==> config.mk <==
export PLATFORM = sky130hd
export DESIGN_NAME = usr_shift8
export DESIGN_NICKNAME = d
export VERILOG_FILES = /design/src/rtl/usr_pkg.sv /design/src/rtl/usr_clr_sync.sv /design/src/rtl/usr_next_state.sv /design/src/rtl/usr_bus_ctrl.sv /design/src/rtl/usr_shift8.sv
export SDC_FILE = /design/constraint.sdc
export NUM_CORES = 1
export LEC_CHECK = 0
export ABC_AREA = 0
export ABC_CLOCK_PERIOD_IN_PS = 5200
export BUFFER_PORTS_ARGS = -buffer_cell sky130_fd_sc_hd__buf_4
export CELL_PAD_IN_SITES_DETAIL_PLACEMENT = 1
export CELL_PAD_IN_SITES_GLOBAL_PLACEMENT = 2
export CORE_MARGIN = 2
export CORE_UTILIZATION = 28
export CTS_BUF_LIST = sky130_fd_sc_hd__clkbuf_8
export DETAILED_ROUTE_END_ITERATION = 6
export GPL_ROUTABILITY_DRIVEN = 0
export PLACE_DENSITY = 0.88
export SYNTH_ARGS = -nofsm -noshare
export SYNTH_HDL_FRONTEND = slang
export SYNTH_SLANG_ARGS = --single-unit
==> constraint.sdc <==
create_clock -name clk -period 5.2 [get_ports clk]
set_clock_uncertainty 0.15 [all_clocks]
set_input_delay 1.04 -clock clk [delete_from_list [all_inputs] [get_ports clk]]
set_output_delay 1.04 -clock clk [all_outputs]
set_load 0.01 [all_outputs]
==> src/rtl/usr_pkg.sv <==
// Package: shared mode encoding for the universal shift register.
// Assumes a two-bit select; the encoding is fixed because it is decoded
// directly from the select pins.
package usr_pkg;

    typedef enum logic [1:0] {
        MODE_HOLD  = 2'b00,
        MODE_SHR   = 2'b01,
        MODE_SHL   = 2'b10,
        MODE_LOAD  = 2'b11
    } usr_mode_e;

endpackage

==> src/rtl/usr_clr_sync.sv <==
// Clear synchroniser: asserts the internal reset as soon as clr_n falls,
// and releases it only after STAGES rising edges with clr_n high.
// Assumes clr_n may change at any time relative to clk.
module usr_clr_sync #(
    parameter int STAGES = 2
) (
    input  logic clk,
    input  logic clr_n,
    output logic rst_n
);

    logic [STAGES-1:0] stg;

    // Shift ones in after release; clear all stages at once on assertion.
    always_ff @(posedge clk or negedge clr_n) begin
        if (!clr_n) begin
            stg <= '0;
        end else begin
            stg <= {stg[STAGES-2:0], 1'b1};
        end
    end

    assign rst_n = stg[STAGES-1];

endmodule

==> src/rtl/usr_next_state.sv <==
// Next-state logic: builds the register's next value bit by bit from the
// mode, both neighbours, the serial inputs and the bus input.
// Assumes bit 0 is the low end that takes sr_in on a right shift.
module usr_next_state
    import usr_pkg::*;
#(
    parameter int W = 8
) (
    input  usr_mode_e      mode,
    input  logic [W-1:0]   q,
    input  logic [W-1:0]   bus_in,
    input  logic           sr_in,
    input  logic           sl_in,
    output logic [W-1:0]   d
);

    for (genvar i = 0; i < W; i++) begin : g_bit
        logic lower;
        logic upper;

        if (i == 0) begin : g_lo_end
            assign lower = sr_in;
        end else begin : g_lo_mid
            assign lower = q[i-1];
        end

        if (i == W - 1) begin : g_hi_end
            assign upper = sl_in;
        end else begin : g_hi_mid
            assign upper = q[i+1];
        end

        // Per-bit four-way mode multiplexer.
        always_comb begin
            unique case (mode)
                MODE_HOLD: d[i] = q[i];
                MODE_SHR:  d[i] = lower;
                MODE_SHL:  d[i] = upper;
                MODE_LOAD: d[i] = bus_in[i];
                default:   d[i] = q[i];
            endcase
        end
    end

endmodule

==> src/rtl/usr_bus_ctrl.sv <==
// Bus driver control: enables the bus drivers only when both active-low
// enables are low and the block is not loading from the bus.
// Assumes the drivers are controlled per bit by one common enable.
module usr_bus_ctrl
    import usr_pkg::*;
#(
    parameter int W = 8
) (
    input  usr_mode_e    mode,
    input  logic         oe1_n,
    input  logic         oe2_n,
    output logic [W-1:0] oe
);

    logic drive;

    // Decide whether the shared bus is driven in this cycle.
    always_comb begin
        drive = !oe1_n && !oe2_n && (mode != MODE_LOAD);
    end

    for (genvar i = 0; i < W; i++) begin : g_oe
        assign oe[i] = drive;
    end

endmodule

==> src/rtl/usr_shift8.sv <==
// Universal shift register on a shared bus: hold, shift right, shift left
// or load on each rising edge. Clear empties it at once and releases it in
// step with the clock. Assumes the bus is split into in, out and enable
// vectors and that any pad wrapper sits outside this block.
module usr_shift8
    import usr_pkg::*;
#(
    parameter int W        = 8,
    parameter int CLR_SYNC = 2
) (
    input  logic         clk,
    input  logic         clr_n,
    input  logic [1:0]   sel,
    input  logic         oe1_n,
    input  logic         oe2_n,
    input  logic         sr_in,
    input  logic         sl_in,
    input  logic [W-1:0] bus_in,
    output logic [W-1:0] bus_out,
    output logic [W-1:0] bus_oe,
    output logic         qa_ser,
    output logic         qh_ser
);

    usr_mode_e    mode;
    logic         rst_n_int;
    logic [W-1:0] q;
    logic [W-1:0] d;

    // Map the select pins onto the mode type.
    always_comb begin
        mode = usr_mode_e'(sel);
    end

    usr_clr_sync #(.STAGES(CLR_SYNC)) u_sync (
        .clk   (clk),
        .clr_n (clr_n),
        .rst_n (rst_n_int)
    );

    usr_next_state #(.W(W)) u_next (
        .mode   (mode),
        .q      (q),
        .bus_in (bus_in),
        .sr_in  (sr_in),
        .sl_in  (sl_in),
        .d      (d)
    );

    usr_bus_ctrl #(.W(W)) u_bus (
        .mode  (mode),
        .oe1_n (oe1_n),
        .oe2_n (oe2_n),
        .oe    (bus_oe)
    );

    // Register storage: clears at once, updates on the rising edge.
    always_ff @(posedge clk or negedge rst_n_int) begin
        if (!rst_n_int) begin
            q <= '0;
        end else begin
            q <= d;
        end
    end

    assign bus_out = q;
    assign qa_ser  = q[0];
    assign qh_ser  = q[W-1];

endmodule

# Word-level counts from Yosys, hierarchy flattened
# Index checks and enable logic that the tools add are counted.
# totals
inputBits,16
elab_cells,19
output_inout_bits,18
regBits,10
# op_classes
muxes,8
n_eq_ne,4
n_reduce_logical,5
# ops
operator,count
case mux 1 bit (3 select lines),8
equality test 2 bit (second input constant),2
equality test 2 x 1 -> 1 bit (second input constant),1
logical AND 1 bit,2
logical NOT 1 bit,2
logical NOT 2 bit,1
!= test 2 bit (second input constant),1

# Logic depth before layout (Yosys ltp)
# Gate-level depths: netlist (run 1).
# depth
depth_word,3
mapped_depth,3
mapped_depth_nobuf,1

# Cells and area by module
# Synthesis (run 1) repeated with hierarchy kept, for this count alone.
# hier_totals
cells_unflattened,32
hier_area_um2,544.3
# modules_own_cells
module,cells_per_inst,n_inst,area_per_inst_um2,seq_area_each_um2
usr_shift8,10,1,215.2,200.2
usr_next_state,10,1,202.7,0.0
usr_bus_ctrl,9,1,72.6,0.0
usr_clr_sync,3,1,53.8,50.0

# Worst setup path after synthesis (run 1)
# No wires, ideal clock.
# synth_path
path_kind,input-to-output
start,input port sel[0]
end,output port bus_oe[0]
arrival_ns,1.994
stages,3
required_time_ns,4.010
path_slack_ns,2.016
path_cell_list,buf_6 a211oi_1 buf_4
# synth_between
elab_chain_cells,2
# synth_rtl
item,line,text
start: declaration,usr_shift8.sv:13,"input logic [1:0] sel,"
!= test 2 bit,usr_bus_ctrl.sv:19,drive = !oe1_n && !oe2_n && (mode != MODE_LOAD);
logical AND 1 bit,usr_bus_ctrl.sv:19,
end: declaration,usr_shift8.sv:20,"output logic [W-1:0] bus_oe,"
# No other way between the ends.

# Final worst setup path (run 1)
# layout_path
start,input port sel[0]
end,output port bus_oe[2]
# The elaborated chain is that of the path after synthesis.

==> results_dict.tcl, run 1 <==
set metrics [dict create \
    cts-buffers-inserted 3 \
    placed_cells 78 \
    power_mw 0.260 \
    drc 0 \
    synth_cell_types 6 \
    wirelength_um 1130 \
    rows 15 \
    path_class "primary input to primary output" \
    insertedDiodeCount 0 \
    layout_worst_path_cycle_share_pct 64.3 \
    drtAntennaViolNets 0 \
    viasPerCell 4.33 \
    cts_num_sinks 10 \
    use_met1_pct 13.7 \
    clk_pin_slew_worst_paths_ns 0.04 \
    mappedNetlistNets 48 \
    final_nets 75 \
    synthCells 32 \
    dp_hpwl_um 928 \
    use_met2_pct 15.5 \
    cts_root_buf "clkbuf_8" \
    ys_ff_latch 10 \
    first_iter_violations 2 \
    grt_pass1_vias 339 \
    rsz0062_at_grt "false" \
    hold_class "flip-flop to flip-flop" \
    wire_per_inst_um 13.7 \
    worst_pin_slew_ns 0.789 \
    coreArea_um2 1760 \
    p_leak_nw 0.360 \
    num-fill-cells 197 \
    start_kind "primary input" \
    slew_viol_final 0 \
    clock_latency_ns 0.23 \
    status "finished, final reports clean" \
    drive_above_1_share_pct 77.2 \
    syn_area_um2 539 \
    grt_antenna_before_repair 0 \
    fp.dieH_um 47.9 \
    setup_viol 0 \
    slowest_stage "a211oi_1" \
    cap_violations 0 \
    cpMostUsedCell "buf_4" \
    finalNonFillerCells 82 \
    finalHoldViolCount 0 \
    busiest_layer "met2" \
    powerDensity_nw_per_um2 337 \
    tritoncts "yes" \
    port_buffers 33 \
    endpoint_kind "primary output" \
    grt_use_total_pct 11.4 \
    htree_levels 1 \
    setup_ws_ns 1.86 \
    synth.avg_cell_area_um2 16.9 \
    area_growth_pct 43.2 \
    initial_core_util_pct 30.6 \
    cts_buffer_depth 2 \
    grt_overflow 0 \
    max_stage_delay_ns 0.70 \
    period_minus_slack_ns 3.34 \
    met3_usage_pct 4.91 \
    cp_cell_sequence "buf_4 > a211oi_1 > buf_4" \
    die_w_um 47.9 \
    vias 355 \
    ys_seq_area_share_pct 46.4 \
    ioPinCount 34 \
    grt_pass1_wl_um 1590 \
    fmax_mhz 299 \
    worstPathArrival_ns 2.15 \
    die_area_um2 2290 \
    final_util_pct 43.8 \
    required_ns 4.01 \
    dp_slack_ns 1.85 \
    grt_max_degree 10 \
    tns_ns 0 \
    vdd_drop_max_mv 0.126 \
    post_cts_resized 0 \
    crit_path_max_fanout 9 \
    relSlewSlack_pct 47.1 \
    yosys_warnings 0 \
    drt_first_pass_iters 3 \
]
==> per-layer routing <==
layer  wire (um)  vias to the layer above
met3          69                        2
met1         437                      181
met4          25                        0
li1            -                      159
met2         595                       13
met5           0                        -
==> registers in the layout, indices dropped and copies added, names as in the netlist <==
name and flops:
u_sync.stg 2, bus_out 8
==> cell type report <==
| type | count | area (um2) | area share, % |
|---|---|---|---|
| repair buffers | 34 | 258 | 33.4 |
| well taps | 25 | 31.3 | 4.05 |
| multi-input cells | 10 | 191 | 24.8 |
| clock buffers | 3 | 41.3 | 5.35 |
| flip-flops and latches | 10 | 250 | 32.4 |
==> synth_stat cells <==
library cell	count	area share (%)
buf_6	2	4.2
dfrtp_1	10	46
mux4_2	8	33
buf_4	10	14
a211oi_1	1	1.4
conb_1	1	0.70
==> cell usage in the layout (no fill, tap or decap) <==
master         instances
buf_4                 33
mux4_2                 8
dfrtp_1               10
conb_1                 1
dlygate4sd3_1          1
clkbuf_8               3
a211oi_1               1
==> critical path, delay by kind of cell <==
kind	cells	cell delay [ns]
AO/OA/AOI/OAI	1	0.70
buffers and inverters	2	0.42
==> metrics by stage <==
step,instance area [um2],hold slack (ns)
global route,772,0.224
global placement,721,-0.0237
finish,772,0.199
floorplan,539,-0.0554
detailed placement,721,-0.00997
CTS,772,0.205
==> report_power, final <==
part,switching [mW],internal (mW)
combinational,0.0263,0.0515
sequential,0.0148,0.0925
clock,0.0250,0.0502
==> kinds of logic after synthesis <==
kind of cell / after synthesis / synth area share [%]
flip-flops: 10 / 46.4
buffers and inverters: 12 / 18.1
AO/OA/AOI/OAI: 1 / 1.39
other: 1 / 0.695
multiplexers: 8 / 33.4
==> timing repair <==
item / CTS / global route
hold endpoints to repair: 8 / 0
buffers inserted: 0 / 0
hold buffers: 1 / 0
==> final timing paths <==
kind,start,cells past startpoint,to,slack (ns)
setup reg to reg,bus_out[1],1,bus_out[0],4.04
hold reg to reg,u_sync.stg[0],0,u_sync.stg[1],0.20
setup / recovery,sel[0],3,bus_oe[2],1.86
max in group asynchronous,u_sync.stg[1],1,bus_out[0],4.11
hold / removal,u_sync.stg[0],0,u_sync.stg[1],0.20
min in group asynchronous,clr_n,1,u_sync.stg[0],0.44
Note: power is estimated with default switching activity, not from simulation.
==> run 2, diff against run 1 <==
--- a/config.mk
+++ b/config.mk
@@ -6,16 +6,16 @@
 export NUM_CORES = 1
 export LEC_CHECK = 0
 export ABC_AREA = 0
-export ABC_CLOCK_PERIOD_IN_PS = 5200
+export ABC_CLOCK_PERIOD_IN_PS = 3230
 export BUFFER_PORTS_ARGS = -buffer_cell sky130_fd_sc_hd__buf_4
 export CELL_PAD_IN_SITES_DETAIL_PLACEMENT = 1
 export CELL_PAD_IN_SITES_GLOBAL_PLACEMENT = 2
 export CORE_MARGIN = 2
-export CORE_UTILIZATION = 28
+export CORE_UTILIZATION = 26
 export CTS_BUF_LIST = sky130_fd_sc_hd__clkbuf_8
 export DETAILED_ROUTE_END_ITERATION = 6
 export GPL_ROUTABILITY_DRIVEN = 0
-export PLACE_DENSITY = 0.88
+export PLACE_DENSITY = 0.83
 export SYNTH_ARGS = -nofsm -noshare
 export SYNTH_HDL_FRONTEND = slang
 export SYNTH_SLANG_ARGS = --single-unit
==> constraint.sdc (replaced) <==
create_clock -name clk -period 3.23 [get_ports clk]
set_clock_uncertainty 0.15 [all_clocks]
set_input_delay 0.646 -clock clk [delete_from_list [all_inputs] [get_ports clk]]
set_output_delay 0.646 -clock clk [all_outputs]
set_load 0.01 [all_outputs]
==> run 2 against run 1 <==
Against the previous run:
- combinational power increased by 58%
- via count increased by 3.4%
- sequential power increased by 63%
- clock power increased by 100%
- highest routed layer is now met3
- sequential share of layout area decreased by 0.26 points
- setup slack got worse by 1.2 ns
- the run now ends with negative hold slack left
- cell area increased by 0.81%
- worst hold slack got worse by 0.22 ns
- global-route usage decreased by 0.24 points
- critical endpoint is now bus_oe[5]
==> results_dict.tcl, run 2 (synthesis gave the netlist of run 1 again) <==
set metrics [dict create \
    powerDensity_nw_per_um2 580 \
    cts_buffer_depth 2 \
    drtAntennaViolNets 0 \
    cts_num_sinks 10 \
    hold_buffers 0 \
    holdWs_ns -0.0169 \
    clk_pin_slew_worst_paths_ns 0.05 \
    rows 16 \
    rsz0062_at_grt "false" \
    final_nets 74 \
    tritoncts "yes" \
    cap_violations 0 \
    vdd_drop_max_mv 0.332 \
    drc 0 \
    met3_usage_pct 7.27 \
    drive_above_1_share_pct 78.9 \
    p_leak_nw 0.363 \
    dp_hpwl_um 985 \
    violations "negative hold slack" \
    largest_reg_flops 8 \
    tns_ns 0 \
    critPathTopFamily "compound AO/OA/AOI/OAI gates" \
    clock_latency_ns 0.23 \
    grt_pass1_vias 367 \
    cts_root_buf "clkbuf_8" \
    drt_first_pass_iters 3 \
    cp_cell_sequence "buf_4 > a211oi_1 > buf_4" \
    fp.dieH_um 49.5 \
    grt_pass1_wl_um 1930 \
    max_stage_delay_ns 0.72 \
    slew_viol_final 0 \
    path_class "primary input to primary output" \
    vias 367 \
    use_met1_pct 13.6 \
    hold_class "flip-flop to asynchronous set/reset pin" \
    initial_core_util_pct 27.5 \
    endpoint_kind "primary output" \
    cts_setup_buffers 0 \
    wire_per_inst_um 14.4 \
    num-fill-cells 229 \
    worst_pin_slew_ns 0.817 \
    finalHoldViolCount 8 \
    cpMostUsedCell "buf_4" \
    grt_max_degree 10 \
    cts-buffers-inserted 3 \
    status "complete, but fails checks" \
    setup_viol 0 \
    wirelength_um 1210 \
    htree_levels 1 \
    period_minus_slack_ns 2.58 \
    grt_overflow 0 \
    grt_antenna_before_repair 0 \
    layout_worst_path_cycle_share_pct 79.9 \
    relSlewSlack_pct 45.2 \
    start_kind "primary input" \
    coreArea_um2 1960 \
    ioPinCount 34 \
    crit_path_max_fanout 9 \
    first_iter_violations 3 \
    area_growth_pct 44.3 \
    slowest_stage "a211oi_1" \
    insertedDiodeCount 0 \
    die_area_um2 2450 \
    viasPerCell 4.37 \
    use_met2_pct 16.4 \
    power_mw 0.452 \
    busiest_layer "met2" \
    worstPathArrival_ns 1.78 \
    fmax_mhz 388 \
    required_ns 2.43 \
    final_cell_mix "buf_4, dfrtp_1, mux4_2" \
    layout_commonest_cell "buf_4" \
    port_buffers 33 \
    die_w_um 49.5 \
    post_cts_resized 0 \
    critPathBufInv 2 \
    grt_use_total_pct 11.2 \
]
-- run 2: changes by cell type in the layout (fill, tap and decap cells not counted) --
| cell | change |
|---|---|
| dlygate4sd3_1 | -1 |
| clkbuf_8 | +1 |
-- run 2: final timing paths --
kind	to	from	slack [ns]	cells past startpoint
max	bus_oe[5]	sel[0]	0.65	3
min	bus_out[6]	u_sync.stg[1]	-0.02	0
max reg2reg	bus_out[4]	bus_out[5]	2.07	1
min reg2reg	bus_out[6]	u_sync.stg[1]	-0.02	0
max in group asynchronous	bus_out[5]	u_sync.stg[1]	2.70	0
min in group clk	u_sync.stg[1]	u_sync.stg[0]	0.21	0
-- run 2: cell type report --
class | instances | area [um2] | share of cell area [%]
Tap cell | 27 | 33.8 | 4.34
Multi-Input combinational cell | 10 | 191 | 24.6
Sequential cell | 10 | 250 | 32.2
Clock buffer | 4 | 55.1 | 7.07
Timing Repair Buffer | 33 | 248 | 31.8
-- run 2: per-layer routing --
metal  vias to the layer above  wire, um  share of wire, %
li1                        159         -                 -
met1                       186       456                38
met2                        22       626                52
met3                         0       123                10
met4                         0         0                 0
met5                         -         0                 0
-- run 2: per-stage QoR --
stage               instances  setup slack, ns  hold WS (ns)  util [%]  area [um2]
floorplan                  32            0.834       -0.0554         -         539
global route               84            0.559        0.0227      39.7         778
detailed placement         80            0.623      -0.00547      36.9         723
finish                     84            0.651       -0.0169      39.7         778
CTS                        84            0.619      0.000870      39.7         778
global placement           80            0.732       -0.0183      36.9         723
-- run 2: power breakdown --
| part | switching [mW] | internal (mW) |
|---|---|---|
| Combinational | 0.0409 | 0.0821 |
| Sequential | 0.0257 | 0.149 |
| Clock | 0.0473 | 0.107 |
==> run 3, diff against run 2 <==
--- a/config.mk
+++ b/config.mk
@@ -6,7 +6,7 @@
 export NUM_CORES = 1
 export LEC_CHECK = 0
 export ABC_AREA = 0
-export ABC_CLOCK_PERIOD_IN_PS = 3230
+export ABC_CLOCK_PERIOD_IN_PS = 2550
 export BUFFER_PORTS_ARGS = -buffer_cell sky130_fd_sc_hd__buf_4
 export CELL_PAD_IN_SITES_DETAIL_PLACEMENT = 1
 export CELL_PAD_IN_SITES_GLOBAL_PLACEMENT = 2
==> constraint.sdc (replaced) <==
create_clock -name clk -period 2.55 [get_ports clk]
set_clock_uncertainty 0.15 [all_clocks]
set_input_delay 0.51 -clock clk [delete_from_list [all_inputs] [get_ports clk]]
set_output_delay 0.51 -clock clk [all_outputs]
set_load 0.01 [all_outputs]
==> run 3 against run 2 <==
Against the previous run:
- critical path type unchanged
- the run now ends clean
- highest routed layer unchanged
- power up 29%
- cell count increased by 4.8%
- clock power is 30% higher
- die area unchanged
==> results_dict.tcl, run 3 (synthesis gave the netlist of run 1 again) <==
set metrics [dict create \
    viasPerCell 4.35 \
    grt_use_total_pct 11.8 \
    cts_num_sinks 10 \
    clock_latency_ns 0.23 \
    period_minus_slack_ns 1.89 \
    slew_viol_final 0 \
    final_nets 78 \
    wirelength_um 1320 \
    grt_overflow 0 \
    crit_path_max_fanout 9 \
    htree_levels 1 \
    initial_core_util_pct 27.5 \
    port_buffers 33 \
    rows 16 \
    clk_pin_slew_worst_paths_ns 0.05 \
    die_area_um2 2450 \
    grt_pass1_wl_um 2130 \
    num-fill-cells 222 \
    ioPinCount 34 \
    cts_root_buf "clkbuf_8" \
    setup_viol 0 \
    drt_first_pass_iters 2 \
    clockPowerShare_pct 34.2 \
    crit_end "bus_oe[1]" \
    tritoncts "yes" \
    fp.dieH_um 49.5 \
    p_switching_mw 0.152 \
    rrSetupSlack_ns 1.36 \
    start_kind "primary input" \
    required_ns 1.89 \
    post_cts_resized 0 \
    finalHoldViolCount 0 \
    rsz0062_at_grt "false" \
    insertedDiodeCount 0 \
    p_leak_nw 0.381 \
    r2r-start "bus_out[2]" \
    crit_start "sel[0]" \
    drive_above_1_share_pct 75.4 \
    seqPwrFrac_pct 37.8 \
    coreArea_um2 1960 \
    first_iter_violations 1 \
    combPwrFrac_pct 28.0 \
    grt_antenna_before_repair 0 \
    drtAntennaViolNets 0 \
    holdWs_ns 0.214 \
    grt_pass1_vias 400 \
    p_int_mw 0.432 \
    vdd_drop_max_mv 0.287 \
    final_cell_mix "buf_4, dfrtp_1, mux4_2" \
    powerDensity_nw_per_um2 717 \
    hold_class "flip-flop to flip-flop" \
    cts_buffer_depth 2 \
    vias 383 \
    die_w_um 49.5 \
    layout_commonest_cell "buf_4" \
    cap_violations 0 \
    fmax_mhz 530 \
    reg2reg_depth 1 \
    tns_ns 0 \
    cts-buffers-inserted 3 \
    swShare_pct 26.1 \
    wire_per_inst_um 15.0 \
    grt_max_degree 10 \
    dp_hpwl_um 1020 \
    area_growth_pct 51.3 \
    cts_setup_buffers 0 \
    status "finished, final reports clean" \
    largest_reg_flops 8 \
    reg2reg_to "bus_out[1]" \
    worstPathArrival_ns 1.23 \
    drc 0 \
    endpoint_kind "primary output" \
    path_class "primary input to primary output" \
    layout_worst_path_cycle_share_pct 74.0 \
]
==> run 3: final cells by class <==
cell class	instances	area, um2	share of cell area [%]
well taps	27	33.8	4.14
flip-flops and latches	10	250	30.7
repair buffers	37	285	35.0
multi-input cells	10	191	23.5
clock buffers	4	55.1	6.75
==> run 3: worst min-delay path by stage <==
stage / start / endpoint / slack, ns / cells after the start
detailed placement: u_sync.stg[1] / bus_out[7] / -0.002 / 0
global route: u_sync.stg[0] / u_sync.stg[1] / 0.23 / 0
CTS: u_sync.stg[0] / u_sync.stg[1] / 0.22 / 0
finish: u_sync.stg[0] / u_sync.stg[1] / 0.21 / 0
global placement: u_sync.stg[1] / bus_out[6] / -0.02 / 0
floorplan: u_sync.stg[1] / bus_out[0] / -0.06 / 0
==> run 3: per-layer routing <==
layer	routed length (um)	global-route usage (%)	share of wire (%)
met5	0	0	0
met4	0	1.39	0
met3	113	5.15	8.6
met2	633	19.3	48
met1	569	14.8	43
==> run 3: repair_timing <==
item | in CTS | in global routing
hold buffers | 3 | 0
setup endpoints to repair | 0 | 0
hold endpoints to repair | 6 | 0
==> run 3: worst max-delay path, cell delays in order <==
cell and delay (ns):
buf_4 0.17, a211oi_1 0.24, buf_4 0.18, buf_4 0.13
==> run 3: power groups by stage <==
stage / sequential, mW / combinational, mW / clock [mW]
CTS: 0.221 / 0.167 / 0.206
detailed placement: 0.225 / 0.160 / 0
finish: 0.221 / 0.164 / 0.200
global route: 0.226 / 0.175 / 0.213
floorplan: 0.227 / 0.0802 / 0
global placement: 0.221 / 0.156 / 0
==> run 3: stage by stage <==
step	util, %	power (mW)	std cells	cell area, um2	setup WS [ns]
6_report	41.6	0.585	88	816	0.664
4_1_cts	41.6	0.593	88	816	0.654
3_3_place_gp	37.2	0.377	81	731	0.665
5_1_grt	41.6	0.614	88	816	0.603
2_1_floorplan	-	0.307	32	539	0.426
3_5_place_dp	37.2	0.385	81	731	0.656
